--- config.mk ---
export PLATFORM = sky130hd
export DESIGN_NAME = oneshot_delay
export DESIGN_NICKNAME = d
export VERILOG_FILES = /design/src/rtl/oneshot_pkg.sv /design/src/rtl/oneshot_counter.sv /design/src/rtl/oneshot_ctrl.sv /design/src/rtl/oneshot_delay.sv
export SDC_FILE = /design/constraint.sdc
export NUM_CORES = 1
export LEC_CHECK = 0
export BUFFER_PORTS_ARGS = -buffer_cell sky130_fd_sc_hd__buf_2
export CORE_MARGIN = 8
export CORE_UTILIZATION = 50
export CTS_BUF_LIST = sky130_fd_sc_hd__clkbuf_4 sky130_fd_sc_hd__clkbuf_8 sky130_fd_sc_hd__clkbuf_16
export CTS_CLUSTER_DIAMETER = 200
export CTS_CLUSTER_SIZE = 8
export DETAILED_ROUTE_END_ITERATION = 6
export PLACE_DENSITY = 0.64
export SYNTH_ARGS = -nofsm -noshare
export SYNTH_HDL_FRONTEND = slang
export SYNTH_SLANG_ARGS = --single-unit
--- constraint.sdc ---
create_clock -name clk -period 3.1 [get_ports clk]
set_input_delay 0.155 -clock clk [delete_from_list [all_inputs] [get_ports clk]]
set_output_delay 0.155 -clock clk [all_outputs]
set_load 0.05 [all_outputs]
--- src/rtl/oneshot_pkg.sv ---
package oneshot_pkg;

  typedef enum logic [1:0] {
    OS_REST  = 2'd0,
    OS_WAIT  = 2'd1,
    OS_FIRE  = 2'd2
  } os_state_e;

endpackage

--- src/rtl/oneshot_counter.sv ---
module oneshot_counter #(
  parameter int unsigned CNT_W = 14,
  parameter int unsigned LAST  = 9999
) (
  input  logic             clk,
  input  logic             rst,
  input  logic             clr_i,
  input  logic             en_i,
  output logic             term_o,
  output logic [CNT_W-1:0] cnt_o
);

  localparam logic [CNT_W-1:0] LAST_V = CNT_W'(LAST);

  logic [CNT_W-1:0] cnt_q;
  logic             at_last;

  assign at_last = (cnt_q == LAST_V);
  assign term_o  = en_i && at_last;
  assign cnt_o   = cnt_q;

  always_ff @(posedge clk) begin
    if (rst) begin
      cnt_q <= '0;
    end else if (clr_i) begin
      cnt_q <= '0;
    end else if (en_i && !at_last) begin
      cnt_q <= cnt_q + 1'b1;
    end
  end


  count_step_chk: assert property (@(posedge clk) disable iff (rst)
    (en_i && !clr_i && !at_last) |=> (cnt_q == $past(cnt_q) + 1'b1));


  count_hold_chk: assert property (@(posedge clk) disable iff (rst)
    (!en_i && !clr_i) |=> $stable(cnt_q));

endmodule

--- src/rtl/oneshot_ctrl.sv ---
module oneshot_ctrl
  import oneshot_pkg::*;
(
  input  logic clk,
  input  logic rst,
  input  logic start_i,
  input  logic term_i,
  output logic clr_o,
  output logic run_o,
  output logic finish_o,
  output logic busy_o
);

  os_state_e state_q, state_d;
  logic      finish_q, busy_q;

  always_comb begin
    state_d = state_q;
    unique case (state_q)
      OS_REST: if (start_i) state_d = OS_WAIT;
      OS_WAIT: if (term_i)  state_d = OS_FIRE;
      OS_FIRE:              state_d = OS_REST;
      default:              state_d = OS_REST;
    endcase
  end

  always_ff @(posedge clk) begin
    if (rst) begin
      state_q  <= OS_REST;
      finish_q <= 1'b0;
      busy_q   <= 1'b0;
    end else begin
      state_q  <= state_d;
      finish_q <= (state_d == OS_FIRE);
      busy_q   <= (state_d == OS_WAIT);
    end
  end

  assign clr_o    = (state_q == OS_REST) && start_i;
  assign run_o    = (state_q == OS_WAIT);
  assign finish_o = finish_q;
  assign busy_o   = busy_q;


  finish_pulse_chk: assert property (@(posedge clk) disable iff (rst)
    finish_q |=> !finish_q);


  busy_excl_chk: assert property (@(posedge clk) disable iff (rst)
    !(finish_q && busy_q));


  finish_after_wait_chk: assert property (@(posedge clk) disable iff (rst)
    $rose(finish_q) |-> $past(busy_q));


  fire_to_rest_chk: assert property (@(posedge clk) disable iff (rst)
    (state_q == OS_FIRE) |=> (state_q == OS_REST));

endmodule

--- src/rtl/oneshot_delay.sv ---
module oneshot_delay #(
  parameter int unsigned DELAY_CYCLES = 10000
) (
  input  logic clk,
  input  logic rst,
  input  logic start_i,
  output logic finish_o,
  output logic busy_o
);

  localparam int unsigned CNT_W = (DELAY_CYCLES > 2) ? $clog2(DELAY_CYCLES) : 1;
  localparam int unsigned LAST  = DELAY_CYCLES - 1;

  initial begin
    if (DELAY_CYCLES < 2) $error("DELAY_CYCLES must be at least 2");
  end

  logic             clr, run, term;
  logic [CNT_W-1:0] cnt;

  oneshot_ctrl ctrl_i (
    .clk      (clk),
    .rst      (rst),
    .start_i  (start_i),
    .term_i   (term),
    .clr_o    (clr),
    .run_o    (run),
    .finish_o (finish_o),
    .busy_o   (busy_o)
  );

  oneshot_counter #(
    .CNT_W (CNT_W),
    .LAST  (LAST)
  ) cnt_i (
    .clk    (clk),
    .rst    (rst),
    .clr_i  (clr),
    .en_i   (run),
    .term_o (term),
    .cnt_o  (cnt)
  );


  accept_chk: assert property (@(posedge clk) disable iff (rst)
    (!busy_o && !finish_o && start_i) |=> busy_o);


  abort_chk: assert property (@(posedge clk)
    rst |=> (!busy_o && !finish_o));


  reset_count_chk: assert property (@(posedge clk)
    rst |=> (cnt == '0));

endmodule

==> impl_metrics.toml <==
[run_status]
outcome = "finished, final reports clean"

[sta]
fin_crit_sh_pct = 61.4
setup_violations = 0
fmaxAchievable_mhz = 526
rsz0062_at_grt = "no"
setup_tns_ns = 0
slew_violations = 0
slew_headroom_pct = 70.9
tightest_slew_ns = 0.437
fin_hold_ws_ns = 0.0696
period_minus_slack_ns = 1.90
clock_skew_ns = 0.00849
hold_violations = 0

[floorplanning]
start_util_pct = 53.8
die_h_microns = 56.5
die_w_microns = 56.5
core_area_sq_um = 1520
rows = 14
top_level_ports = 5
dieArea_sq_um = 3190

[detailed_routing]
viasPerCell = 5.91
post-route-drc-count = 0
finalWirelength_mm = 1.61
vias = 680
drt_iter0_markers = 9
wl_per_cell_microns = 14.0
ant_nets = 0
drt_first_pass_iters = 4

[critical_path]
crit_fanout = 15
critical_path_buf_inv_count = 0
timing.critical_path.arrival_ns = 2.14
crit_family = "simple AND/OR/NAND/NOR gates"
start_kind = "flip-flop"
rrSetupSlack_ns = 1.20
cp.required_ns = 3.34
path_cells = "ha_1, and3_1, a41o_1, or4_1, a21oi_1"
reg2regPathDepth = 5
critPathSlowestCell = "or4_1"
slowest_delay_ns = 0.55
cp.depth = 5
critPathCaptureType = "flip-flop"
crit_type = "reg2reg"

[cts]
holdBufCountCts = 0
cts_buffer_depth = 2
cts_setup_buffers = 0
cts_tree = "built"
post_cts_resized = 0
cts_root_buffer = "clkbuf_4"
clkSlewWorstSetupHoldPaths_ns = 0.10
insertion_delay_ns = 0.30
cts_inserted_buffers = 3
htreeDepth = 1
cts.sinks = 18

[cells_and_area]
nNetsFinal = 104
antenna_cells = 0
syn2layout_area_growth_pct = 8.24
drive_above_1_share_pct = 12.1

[grt]
grt_overflow = 0
grt_max_degree = 16
antenna_found_initial = 0
grt_use_total_pct = 10.7
first_global_vias = 615
grt_first_pass_wirelength_mm = 2.70

[logic_synthesis]
synth_nets = 97
post-synth-top-count-cell = "dfxtp_1"
yosysSeqAreaShare_pct = 44.0
synth_ff_type = "dfxtp_1"
netlist_area_sq_um = 820
yosysWarnings = 0
syn-instance-count = 93
syn_avg_cell_area_sq_um = 8.81
synth.area.top_cells = "dfxtp_1 (44%), xnor2_1 (5.3%), a21oi_1 (4.3%), or3_1 (3.8%), nor2_1 (3.7%)"
synth_top_area_share_pct = 44.0
async_flop_share_pct = 0
synth.distinct_cells = 29
synth_common_cells = "dfxtp_1 (18), nor2_1 (8), a21oi_1 (7)"
ys_ff_latch = 18
synth_top_area_cell = "dfxtp_1"
synth_edf_count = 0

[pwr]
ir_worst_vdd_uv = 263
power-per-cell-area_nw_per_um2 = 452
leakage_nw = 0.277

[min_path]
hp-class = "in2reg"
holdPathStages = 2

[place]
gp_congestion = 0.739
portBuffers = 4
dpl.hpwl_mm = 1.11

[run]
max_cap_viol_count = 0
==> area by class of cell <==
type / count / area, sq um
multi-input combinational: 71 / 443
inverter: 2 / 7.51
clock buffer: 4 / 36.3
sequential: 18 / 360
fill: 147 / 637
tap: 16 / 20.0
timing repair buffer: 4 / 20.0
==> metrics by stage <==
step	worst slack, ns	area, sq um	cells	utilization [%]	total power [mW]
after floorplan	1.44	820	93	-	0.258
after global placement	1.27	851	111	55.8	0.263
after detailed placement	1.23	851	111	55.8	0.263
after CTS	1.19	887	115	58.2	0.409
after global routing	1.12	887	115	58.2	0.419
final	1.20	887	115	58.2	0.401
==> cell families after synthesis <==
kind of cell | synth area share, %
compound gates | 13.4
xor+xnor | 6.41
fa+ha+maj | 1.53
buf+inv | 1.98
flops | 44.0
simple gates | 32.7
==> state kept, by name (all words and copies together) (netlist names) <==
name             flops
ctrl_i.finish_o      1
ctrl_i.busy_o        1
cnt_i.cnt_o         14
ctrl_i.state_q       2
==> layer usage <==
layer	vias up	GRT usage [%]	routed length (microns)
li1	362	-	-
met1	307	11.1	771
met2	6	16.6	732
met3	5	5.84	69
met4	0	6.19	34
met5	-	0	0
==> cell usage in the layout (no fill, tap or decap), types with 2 or more instances in the layout <==
| master | count |
|---|---|
| a2111oi_0 | 2 |
| a21oi_1 | 7 |
| and3_1 | 2 |
| buf_2 | 4 |
| clkbuf_4 | 3 |
| dfxtp_1 | 18 |
| inv_1 | 2 |
| nand2_1 | 5 |
| nand3_1 | 5 |
| nand4_1 | 2 |
| nor2_1 | 8 |
| nor3_1 | 5 |
| nor4_1 | 4 |
| o21ai_0 | 2 |
| o21ai_1 | 3 |
| o31ai_1 | 3 |
| or3_1 | 5 |
| or4_1 | 3 |
| xnor2_1 | 5 |
==> where the power goes <==
group	switching, mW	total [mW]	internal [mW]
logic	0.0149	0.0209	0.00595
registers	0.00263	0.237	0.234
clock network	0.0719	0.144	0.0717
total	0.0895	0.401	0.312
==> worst register-to-register path, delay by kind of cell (launching register included) <==
kind	cells	cell delay (ns)
DFF	1	0.35
AOI/OAI and AO/OA	2	0.50
adders and majority gates	1	0.24
and+or+nand+nor	2	0.75
==> path summary, 6_finish.rpt <==
check / startpoint / endpoint
worst max-delay path: cnt_i.cnt_o[0] / cnt_i.cnt_o[7]
worst min-delay path: rst / ctrl_i.state_q[1]
worst max register to register: cnt_i.cnt_o[0] / cnt_i.cnt_o[7]
worst min register to register: ctrl_i.state_q[1] / ctrl_i.state_q[0]
No activity file was read; power rests on OpenSTA's default activity.
